--- config.mk ---
export PLATFORM = sky130hd
export DESIGN_NAME = txc_irq_unit
export DESIGN_NICKNAME = d
export VERILOG_FILES = /design/src/rtl/txc_pkg.sv /design/src/rtl/txc_route.sv /design/src/rtl/txc_queue.sv /design/src/rtl/txc_status.sv /design/src/rtl/txc_irq_unit.sv
export SDC_FILE = /design/constraint.sdc
export NUM_CORES = 1
export LEC_CHECK = 0
export ABC_AREA = 1
export CELL_PAD_IN_SITES_DETAIL_PLACEMENT = 1
export CELL_PAD_IN_SITES_GLOBAL_PLACEMENT = 1
export CORE_UTILIZATION = 25
export CTS_BUF_LIST = sky130_fd_sc_hd__clkbuf_8
export DETAILED_ROUTE_END_ITERATION = 8
export PLACE_DENSITY = 0.52
export SLEW_MARGIN = 40
export SYNTH_ARGS = -nofsm -noshare
export SYNTH_HDL_FRONTEND = slang
export SYNTH_SLANG_ARGS = --single-unit
--- constraint.sdc ---
create_clock -name clk -period 6.23 [get_ports clk]
set_clock_uncertainty 0.15 [all_clocks]
set_input_delay 0.9345 -clock clk [delete_from_list [all_inputs] [get_ports clk]]
set_output_delay 0.9345 -clock clk [all_outputs]
set_load 0.01 [all_outputs]
--- src/rtl/txc_pkg.sv ---
package txc_pkg;
    localparam int NUM_IRQ = 3;
    localparam int IRQ_TX  = 0;
    localparam int IRQ_TXE = 1;
    localparam int IRQ_RX  = 2;

    typedef struct packed {
        logic rx;
        logic txe;
        logic tx;
    } irq_vec_t;
endpackage

--- src/rtl/txc_route.sv ---
module txc_route #(
    parameter int PKT_W = 4
) (
    input  logic             clk,
    input  logic             rst_n,
    input  logic             done_valid,
    input  logic [PKT_W-1:0] done_pkt,
    input  logic             done_ok,
    input  logic             auto_release,
    output logic             push,
    output logic [PKT_W-1:0] push_pkt,
    output logic             rel_valid,
    output logic [PKT_W-1:0] rel_pkt
);
    typedef struct packed {
        logic             vld;
        logic [PKT_W-1:0] pkt;
    } rel_t;

    rel_t rel_d, rel_q;
    logic bypass;

    always_comb begin
        bypass   = auto_release && done_ok;
        push     = done_valid && !bypass;
        push_pkt = done_pkt;
        rel_d     = rel_q;
        rel_d.vld = done_valid && bypass;
        if (done_valid && bypass) begin
            rel_d.pkt = done_pkt;
        end
    end

    always_ff @(posedge clk) begin
        if (!rst_n) begin
            rel_q <= '0;
        end else begin
            rel_q <= rel_d;
        end
    end

    assign rel_valid = rel_q.vld;
    assign rel_pkt   = rel_q.pkt;
endmodule

--- src/rtl/txc_queue.sv ---
module txc_queue #(
    parameter int PKT_W = 4,
    parameter int DEPTH = 16
) (
    input  logic             clk,
    input  logic             rst_n,
    input  logic             push,
    input  logic [PKT_W-1:0] push_pkt,
    input  logic             pop,
    output logic [PKT_W-1:0] head_pkt,
    output logic             head_valid,
    output logic             nonempty_next
);
    localparam int IDX_W = (DEPTH > 1) ? $clog2(DEPTH) : 1;
    localparam int CNT_W = $clog2(DEPTH + 1);
    localparam logic [IDX_W-1:0] LAST_IDX = IDX_W'(DEPTH - 1);
    localparam logic [CNT_W-1:0] FULL_CNT = CNT_W'(DEPTH);

    typedef struct packed {
        logic [DEPTH-1:0][PKT_W-1:0] mem;
        logic [IDX_W-1:0]            wr;
        logic [IDX_W-1:0]            rd;
        logic [CNT_W-1:0]            cnt;
    } q_t;

    q_t q_d, q_q;
    logic pop_eff;
    logic push_eff;

    function automatic logic [IDX_W-1:0] step_idx(input logic [IDX_W-1:0] i);
        if (i == LAST_IDX) begin
            return '0;
        end
        return i + 1'b1;
    endfunction

    always_comb begin
        q_d      = q_q;
        pop_eff  = pop && (q_q.cnt != '0);
        push_eff = push && ((q_q.cnt != FULL_CNT) || pop_eff);
        if (push_eff) begin
            q_d.mem[q_q.wr] = push_pkt;
            q_d.wr          = step_idx(q_q.wr);
        end
        if (pop_eff) begin
            q_d.rd = step_idx(q_q.rd);
        end
        q_d.cnt = q_q.cnt + CNT_W'(push_eff) - CNT_W'(pop_eff);
    end

    always_ff @(posedge clk) begin
        if (!rst_n) begin
            q_q <= '0;
        end else begin
            q_q <= q_d;
        end
    end

    assign head_pkt      = q_q.mem[q_q.rd];
    assign head_valid    = (q_q.cnt != '0);
    assign nonempty_next = (q_d.cnt != '0);
endmodule

--- src/rtl/txc_status.sv ---
module txc_status
    import txc_pkg::*;
#(
    parameter int OCC_W = 5
) (
    input  logic               clk,
    input  logic               rst_n,
    input  logic               cq_nonempty_next,
    input  logic [OCC_W-1:0]   txq_count,
    input  logic [OCC_W-1:0]   rxq_count,
    input  logic [NUM_IRQ-1:0] irq_en,
    output irq_vec_t           stat,
    output logic               irq
);
    typedef struct packed {
        irq_vec_t st;
        logic     line;
    } stat_t;

    stat_t s_d, s_q;

    always_comb begin
        s_d        = s_q;
        s_d.st.tx  = cq_nonempty_next;
        s_d.st.txe = (txq_count == '0);
        s_d.st.rx  = (rxq_count != '0);
        s_d.line   = (s_d.st.tx  && irq_en[IRQ_TX])
                  || (s_d.st.txe && irq_en[IRQ_TXE])
                  || (s_d.st.rx  && irq_en[IRQ_RX]);
    end

    always_ff @(posedge clk) begin
        if (!rst_n) begin
            s_q <= '0;
        end else begin
            s_q <= s_d;
        end
    end

    assign stat = s_q.st;
    assign irq  = s_q.line;
endmodule

--- src/rtl/txc_irq_unit.sv ---
module txc_irq_unit
    import txc_pkg::*;
#(
    parameter int PKT_W = 4,
    parameter int DEPTH = 16,
    parameter int OCC_W = 5
) (
    input  logic               clk,
    input  logic               rst_n,
    input  logic               done_valid,
    input  logic [PKT_W-1:0]   done_pkt,
    input  logic               done_ok,
    input  logic               auto_release,
    input  logic               host_pop,
    input  logic [OCC_W-1:0]   txq_count,
    input  logic [OCC_W-1:0]   rxq_count,
    input  logic [NUM_IRQ-1:0] irq_en,
    output logic [PKT_W-1:0]   head_pkt,
    output logic               head_valid,
    output logic               stat_tx,
    output logic               stat_txempty,
    output logic               stat_rx,
    output logic               irq,
    output logic               rel_valid,
    output logic [PKT_W-1:0]   rel_pkt
);
    logic             push;
    logic [PKT_W-1:0] push_pkt;
    logic             cq_nonempty_next;
    irq_vec_t         stat;

    txc_route #(.PKT_W(PKT_W)) route_i (
        .clk          (clk),
        .rst_n        (rst_n),
        .done_valid   (done_valid),
        .done_pkt     (done_pkt),
        .done_ok      (done_ok),
        .auto_release (auto_release),
        .push         (push),
        .push_pkt     (push_pkt),
        .rel_valid    (rel_valid),
        .rel_pkt      (rel_pkt)
    );

    txc_queue #(.PKT_W(PKT_W), .DEPTH(DEPTH)) queue_i (
        .clk           (clk),
        .rst_n         (rst_n),
        .push          (push),
        .push_pkt      (push_pkt),
        .pop           (host_pop),
        .head_pkt      (head_pkt),
        .head_valid    (head_valid),
        .nonempty_next (cq_nonempty_next)
    );

    txc_status #(.OCC_W(OCC_W)) status_i (
        .clk              (clk),
        .rst_n            (rst_n),
        .cq_nonempty_next (cq_nonempty_next),
        .txq_count        (txq_count),
        .rxq_count        (rxq_count),
        .irq_en           (irq_en),
        .stat             (stat),
        .irq              (irq)
    );

    assign stat_tx      = stat.tx;
    assign stat_txempty = stat.txe;
    assign stat_rx      = stat.rx;
endmodule

==> results.toml, run 1 <==
[status]
run_status = "finished clean"

[floorplanning]
die_x_um = 131.7
initial_core_util_pct = 25.43
die-area_sq_um = 17330
rows = 47
dieHeight_um = 131.7
core_sq_um = 16520
io-pin-count = 37

[route]
drt-total-wl_um = 13710
dr.pass1.iters = 4
vias = 3929
drtIter0Drc = 130
ant_nets = 0
wl_per_cell_um = 16.48
vias_per_cell = 4.722
remaining_drc_errors = 0

[synthesis]
synth_top_family_by_area = "simple AND/OR/NAND/NOR gates"
netlist_instances = 594
synth-xor-area-share_pct = 0.4168
syn_area_per_cell_sq_um = 7.075
muxShareOfSynthArea_pct = 0
synthAdderAreaFrac_pct = 3.751
ys.warnings.count = 0
synth_edf_count = 0
ys.flop_type = "dfxtp_1"
ys_types = 27
netlist_area_sq_um = 4203
synth-compound-area-share_pct = 16.25
ys_seq_elements = 86
async_flop_share_pct = 0
synth_seq_area_share_pct = 40.96
synth_nets = 629
yosys.area_share.simple_pct = 29.98

[grt]
grt_util_all_layers_pct = 16.47
antenna_found_initial = 0
grt_pass1_wl_um = 22070
grt_pass1_vias = 4185
grt_max_degree = 86
overflow = 0

[finish]
final_core_util_pct = 28.96
final_layout_size_suffix_gt1_share_pct = 6.536
layout_common_cells = "nand2_1 (117), dfxtp_1 (86), nand3_1 (81)"
layoutNonFillerInstCount = 832
final_common_cell = "nand2_1"
fin_nets = 642
areaGrowthSynthToFinish_pct = 13.87
final_cell_area_sq_um = 4786
n_antenna_cell = 0

[sta]
period_minus_slack_ps = 3716
final_hold_viol_count = 0
setup_ws_ps = 2514
rsz0062_at_grt = "no"
slew_viol_final = 0
hold_ws_ps = 299.1
fin_tns_setup_ps = 0
finalSetupViolations = 0
slew_headroom_pct = 51.42
worstMarginPinSlew_ps = 728.6
finalCritPeriodShare_pct = 59.65
fmax_mhz = 269.1

[worst_hold_path]
hp-start = "route_i.rel_pkt[0]$_SDFFE_PN0P_"
hold_class = "flip-flop to flip-flop"
worstHoldPathCells = 2
min_to = "route_i.rel_pkt[0]$_SDFFE_PN0P_"

[power_and_ir_drop]
p_total_mw = 1.480
ir_worst_vdd_mv = 0.09936
power_density_nw_per_um2 = 309.2
cellLeakagePower_nw = 1.660

[cts]
h-tree-depth = 3
cts.repair.resized = 0
numCtsBuffers = 9
clockBufferDepth = 2
cts_sinks = 86
cts_tree = "built"
postCtsSetupBuffers = 0
hold_buffers = 0
worstSkewPairLatency_ps = 370
clk_pin_slew_ps = 90
root_buffer = "clkbuf_8"

[setup_path]
crit_path_max_incr_delay_ps = 500
cp_max_fo = 36
required_ps = 5150
reg2reg_depth = 19
timing.rr.start = "queue_i.q_q[3]$_SDFF_PN0_"
crit_path_frequent_cell = "nand3_1"
slowest_stage = "clkdlybuf4s50_1"
r2r_slack_ps = 3180
worstSetupStartpointType = "flip-flop"
worst-path-buf-inv = 3
timing.rr.end = "status_i.irq$_SDFF_PN0_"
crit_chain = "buf_4 -> inv_2 -> o21ai_0 -> nand3_1 -> nand3_1 -> nand3_1 -> clkdlybuf4s50_1"
path_class = "flip-flop to output pin"
crit_path_end_kind = "output pin"
path_depth = 7
cpLargestDelayFamily = "buffers and inverters"
arrival_ps = 2630

[placement]
place_ws_ps = 2208
gp_congestion = 0.7490
port_buffers = 36
hpwl_um = 9317
dpl.cell_count = 816
placed_area_sq_um = 4616

[run]
cap_violations = 0
## cell type report
class	instances	area (sq um)
inverters	36	140.1
clock inverters	6	30.03
clock buffers	10	137.6
fillers	2028	11740
flip-flops and latches	86	1722
multi-input cells	435	2118
repair buffers	39	362.8
well taps	220	275.3
## cells by family (layout without fill, tap and decap cells)
group | Yosys count | after routing
and+or+nand+nor | 290 | 290
DFF | 86 | 86
adders and majority gates | 12 | 12
xor gates and xnor gates | 2 | 2
AOI/OAI and AO/OA | 131 | 131
buffers and inverters | 73 | 91
## sequential cells by signal, indices dropped and copies added (netlist names)
register and flops:
queue_i.q_q 77, route_i.rel_pkt 4, status_i.stat 3, route_i.rel_valid 1, status_i.irq 1
## per-layer routing
metal  up-vias  track usage [%]  wire length (um)
li1       1993                -                 -
met4         0            5.814               204
met5         -                0                 0
met3        13            1.968               254
met1      1900            20.24              6416
met2        23            29.37              6838
## Yosys cell counts (2+ instances only)
cell,number,area share (%)
nor2_1,74,6.6
nor3_1,3,0.36
inv_1,34,3.0
o211ai_1,4,0.71
a21oi_1,77,9.2
dfxtp_1,86,41
nand2_2,6,0.89
nand3_1,81,9.6
o22ai_1,8,1.2
clkbuf_1,22,2.0
o21ai_0,40,4.8
buf_6,6,1.6
buf_2,7,0.83
buf_12,2,0.95
ha_1,11,3.3
nand2_1,117,10
nand3_2,6,1.4
## worst max path at each step
| stage | startpoint | endpoint | slack (ps) |
|---|---|---|---|
| CTS | queue_i.q_q[5]$_SDFFE_PN0P_ | head_pkt[3] | 2490 |
| detailed placement | done_valid | status_i.irq$_SDFF_PN0_ | 2210 |
| global placement | done_valid | status_i.irq$_SDFF_PN0_ | 2310 |
| floorplan | done_valid | status_i.irq$_SDFF_PN0_ | 3400 |
| global route | queue_i.q_q[5]$_SDFFE_PN0P_ | head_pkt[3] | 2340 |
| finish | queue_i.q_q[5]$_SDFFE_PN0P_ | head_pkt[3] | 2510 |
## worst min-delay path: stages, from the launching register on
cell	delay (ps)
dfxtp_1	310
inv_1	50
a21oi_1	50
## report_power, final
group	total [mW]	switching [mW]	internal [mW]	leakage [nW]
clock network	0.361	0.210	0.151	0.0944
registers	0.596	0.0164	0.579	0.697
logic	0.523	0.340	0.183	0.868
Note: power is estimated with default switching activity, not from simulation.
==> run 2, diff against run 1 <==
==> constraint.sdc (replaced) <==
create_clock -name clk -period 3.5 [get_ports clk]
set_clock_uncertainty 0.15 [all_clocks]
set_input_delay 0.525 -clock clk [delete_from_list [all_inputs] [get_ports clk]]
set_output_delay 0.525 -clock clk [all_outputs]
set_load 0.01 [all_outputs]
==> run 2 against run 1 <==
Register-to-register slack got worse by 2600 ps. Power increased by 91%. Flip-flop and latch count unchanged. Count of clock-buffer cells in the layout unchanged. Sequential power increased by 80%. Die area unchanged. Critical path depth unchanged. Critical path type unchanged.
==> results.toml, run 2 (same netlist as run 1, synthesis figures left out) <==
[grt]
grt_util_all_layers_pct = 16.96
overflow = 0
grt_pass1_vias = 4138
grt_pass1_wl_um = 22660
grt_max_degree = 85
antenna_found_initial = 0

[route]
wl_per_cell_um = 16.78
remaining_drc_errors = 0
drtIter0Drc = 165
vias_per_cell = 4.801
drt-total-wl_um = 14080
dr.pass1.iters = 4
vias = 4028
ant_nets = 0

[power_and_ir_drop]
power_density_nw_per_um2 = 574.9
p_total_mw = 2.832
ir_worst_vdd_mv = 0.1752
cellLeakagePower_nw = 1.722

[setup_path]
startpoint = "queue_i.q_q[5]$_SDFFE_PN0P_"
crit_path_end_kind = "output pin"
path_class = "flip-flop to output pin"
timing.rr.start = "queue_i.q_q[3]$_SDFF_PN0_"
worstSetupStartpointType = "flip-flop"
required_ps = 2820
arrival_ps = 2270
cp_max_fo = 32

[finish]
n_antenna_cell = 0
areaGrowthSynthToFinish_pct = 17.21
final_common_cell = "nand2_1"
final_layout_size_suffix_gt1_share_pct = 7.108
final_core_util_pct = 29.81
layout_common_cells = "nand2_1 (117), dfxtp_1 (86), nand3_1 (81)"
layoutNonFillerInstCount = 839
fin_nets = 649
largest_reg_flops = 77
largest-register = "queue_i.q_q"

[sta]
finalSetupViolations = 0
fmax_mhz = 339.5
worstMarginPinSlew_ps = 674.0
slew_headroom_pct = 55.06
slew_viol_final = 0
rsz0062_at_grt = "no"
period_minus_slack_ps = 2945
fin_tns_setup_ps = 0
finalCritPeriodShare_pct = 84.15
final_hold_viol_count = 0

[worst_hold_path]
hold_class = "flip-flop to flip-flop"
hp-start = "route_i.rel_pkt[3]$_SDFFE_PN0P_"

[placement]
dpl.cell_count = 823
port_buffers = 36
hpwl_um = 9500
gp_congestion = 0.7455

[cts]
clk_pin_slew_ps = 90
cts_tree = "built"
worstSkewPairLatency_ps = 380
cts.repair.resized = 0
clockBufferDepth = 2
root_buffer = "clkbuf_8"
hold_buffers = 0
cts_sinks = 86
numCtsBuffers = 9
h-tree-depth = 3
postCtsSetupBuffers = 0

[floorplanning]
rows = 47
die_x_um = 131.7
die-area_sq_um = 17330
core_sq_um = 16520
initial_core_util_pct = 25.43
io-pin-count = 37
dieHeight_um = 131.7

[status]
run_status = "finished clean"

[run]
cap_violations = 0
## run 2: worst paths after layout
path | slack, ps | end | cells past startpoint
setup / recovery | 550 | head_pkt[2] | 7
setup reg to reg | 570 | status_i.irq$_SDFF_PN0_ | 19
hold / removal | 300 | route_i.rel_pkt[3]$_SDFFE_PN0P_ | 2
hold reg to reg | 300 | route_i.rel_pkt[3]$_SDFFE_PN0P_ | 2
## run 2: layout make-up
type | instances | area [sq um]
Multi-Input combinational cell | 435 | 2118
Fill cell | 2027 | 11600
Sequential cell | 86 | 1722
Clock buffer | 10 | 137.6
Clock inverter | 6 | 83.83
Tap cell | 220 | 275.3
Timing Repair Buffer | 46 | 451.7
Inverter | 36 | 137.6
## run 2: stage by stage
step           hold slack, ps  setup WS (ps)  area [sq um]
2_1_floorplan           286.0          813.6          4203
3_3_place_gp            289.0          460.1          4701
4_1_cts                 306.4          455.9          4922
5_1_grt                 330.0          258.2          4926
6_report                301.5          554.6          4926
3_5_place_dp            291.6          388.1          4701
## run 2: power breakdown
part	internal (mW)	total (mW)	leakage (nW)	switching [mW]
registers	1.03	1.07	0.697	0.0339
clock network	0.421	0.817	0.116	0.396
logic	0.343	0.949	0.908	0.606
## run 2: routing by layer
metal / share of wire [%] / global-route usage [%] / vias up
met5: 0 / 0 / -
met4: 2.0 / 6.977 / 0
met3: 2.3 / 2.083 / 17
met2: 48 / 28.66 / 40
met1: 48 / 21.74 / 1964
li1: - / - / 2007
## run 2: worst max-delay path, stage by stage, from the launching register on
cell and delay, ps:
dfxtp_1 350, inv_1 80, buf_4 330, o21ai_0 130
o22ai_1 210, nand2_1 120, nand3_1 120, clkdlybuf4s50_1 540
==> run 3, diff against run 2 <==
==> constraint.sdc (replaced) <==
create_clock -name clk -period 2.8 [get_ports clk]
set_clock_uncertainty 0.15 [all_clocks]
set_input_delay 0.42 -clock clk [delete_from_list [all_inputs] [get_ports clk]]
set_output_delay 0.42 -clock clk [all_outputs]
set_load 0.01 [all_outputs]
==> run 3 against run 2 <==
Critical path depth unchanged. Worst hold slack worse by 3.9 ps. Non-clock buffer count up 13. Cell count up 1.5%. Clock power down 3.2%. Largest power group is now combinational cells.
==> results.toml, run 3 (same netlist as run 1, synthesis figures left out) <==
[setup_path]
reg2reg_depth = 18
timing.rr.start = "queue_i.q_q[3]$_SDFF_PN0_"
crit_path_end_kind = "output pin"
worstSetupStartpointType = "flip-flop"
arrival_ps = 2130
r2r_slack_ps = 190
path_class = "flip-flop to output pin"
cp_max_fo = 8
timing.rr.end = "status_i.stat[0]$_SDFF_PN0_"
startpoint = "queue_i.q_q[5]$_SDFFE_PN0P_"
required_ps = 2230

[sta]
period_minus_slack_ps = 2699
hold_ws_ps = 297.6
final_hold_viol_count = 0
rsz0062_at_grt = "yes"
finalSetupViolations = 0
fmax_mhz = 370.5
finalCritPeriodShare_pct = 96.39
slew_viol_final = 0
slew_headroom_pct = 62.36
worstMarginPinSlew_ps = 562.6

[grt]
grt_pass1_wl_um = 22740
grt_max_degree = 85
grt_pass1_vias = 4224
overflow = 0
grt_util_all_layers_pct = 17.04
antenna_found_initial = 0

[finish]
fin_nets = 662
final_common_cell = "nand2_1"
layout_common_cells = "nand2_1 (114), dfxtp_1 (82), nand3_1 (81)"
n_antenna_cell = 0
final_core_util_pct = 30.51
fillers = 2038
largest_reg_flops = 77
final_layout_size_suffix_gt1_share_pct = 10.92
layoutNonFillerInstCount = 852
final_cell_area_sq_um = 5041
largest-register = "queue_i.q_q"
areaGrowthSynthToFinish_pct = 19.95

[route]
dr.pass1.iters = 6
wl_per_cell_um = 16.78
vias = 4053
drtIter0Drc = 136
vias_per_cell = 4.757
drt-total-wl_um = 14290
remaining_drc_errors = 0
ant_nets = 0

[power_and_ir_drop]
p_total_mw = 3.547
ir_worst_vdd_mv = 0.2199
cellLeakagePower_nw = 1.773
power_density_nw_per_um2 = 703.6

[placement]
placed_area_sq_um = 4781
port_buffers = 36
dpl.cell_count = 832
hpwl_um = 9721
gp_congestion = 0.7681

[cts]
root_buffer = "clkbuf_8"
cts_sinks = 86
hold_buffers = 0
numCtsBuffers = 9
worstSkewPairLatency_ps = 380
cts_tree = "built"
h-tree-depth = 3
clockBufferDepth = 2
clk_pin_slew_ps = 80

[floorplanning]
io-pin-count = 37
rows = 47
core_sq_um = 16520
die-area_sq_um = 17330
die_x_um = 131.7
initial_core_util_pct = 25.43
dieHeight_um = 131.7

[worst_hold_path]
min_to = "route_i.rel_pkt[3]$_SDFFE_PN0P_"
hold_class = "flip-flop to flip-flop"
worstHoldPathCells = 2
hp-start = "route_i.rel_pkt[3]$_SDFFE_PN0P_"

[run]
cap_violations = 0

[status]
run_status = "finished clean"
## run 3: changes by cell type in the layout (fill, tap and decap cells not counted), moves of 2 or more
| cell | change |
|---|---|
| buf_4 | +8 |
| buf_6 | +3 |
| bufinv_16 | -2 |
| clkinv_2 | -2 |
| dfxtp_1 | -4 |
| dfxtp_2 | +3 |
| ha_1 | -3 |
| ha_4 | +2 |
| inv_2 | +4 |
| nand2_1 | -3 |
| nand2_2 | +3 |
## run 3: how the worst max path moves through the flow
stage               cells after the start                           to  slack, ps
floorplan                              19      status_i.irq$_SDFF_PN0_        110
global placement                       14  status_i.stat[0]$_SDFF_PN0_          2
detailed placement                     14  status_i.stat[0]$_SDFF_PN0_        -40
CTS                                     6                  head_pkt[3]         10
global route                           19      status_i.irq$_SDFF_PN0_        -30
finish                                  7                  head_pkt[2]        100
## run 3: worst max-delay path, cell delays in order (launching register included)
cell             delay [ps]
dfxtp_4                 390
inv_2                   100
buf_2                   210
nor2_1                   60
o22ai_1                 220
nand2_1                 120
nand3_1                 110
clkdlybuf4s50_1         550
## run 3: where the power goes
group / switching (mW) / total [mW] / internal, mW
logic: 0.820 / 1.40 / 0.581
registers: 0.0591 / 1.35 / 1.30
clock network: 0.460 / 0.791 / 0.330
## run 3: per-layer routing
| layer | GRT usage, % | up-vias | share of wire, % |
|---|---|---|---|
| li1 | - | 2038 | - |
| met1 | 21.65 | 1967 | 47 |
| met2 | 28.78 | 34 | 49 |
| met3 | 2.276 | 14 | 1.9 |
| met4 | 7.235 | 0 | 1.8 |
| met5 | 0 | - | 0 |
## run 3: cell type report
class | count | area (sq um) | area share [%]
clock buffer | 10 | 137.6 | 2.730
clock inverter | 6 | 23.77 | 0.4716
inverter | 36 | 141.4 | 2.805
multi-input combinational | 435 | 2163 | 42.91
sequential | 86 | 1729 | 34.30
tap | 220 | 275.3 | 5.460
timing repair buffer | 59 | 570.5 | 11.32
## run 3: timing repair
| item | 4_1_cts | 5_1_grt |
|---|---|---|
| buffers inserted | 1 | 2 |
| endpoints found under the hold margin | 0 | 0 |
| cloned | 0 | 1 |
| pin swaps | 0 | 7 |
| gates resized for setup | 5 | 20 |
| endpoints found under the setup margin | 7 | 7 |
## run 3: per-stage QoR
stage | setup WS (ps) | TNS (ps)
finish | 101.1 | 0
global route | -33.21 | -37.93
CTS | 14.37 | 0
detailed placement | -40.18 | -66.83
global placement | 2.298 | 0
floorplan | 113.6 | 0
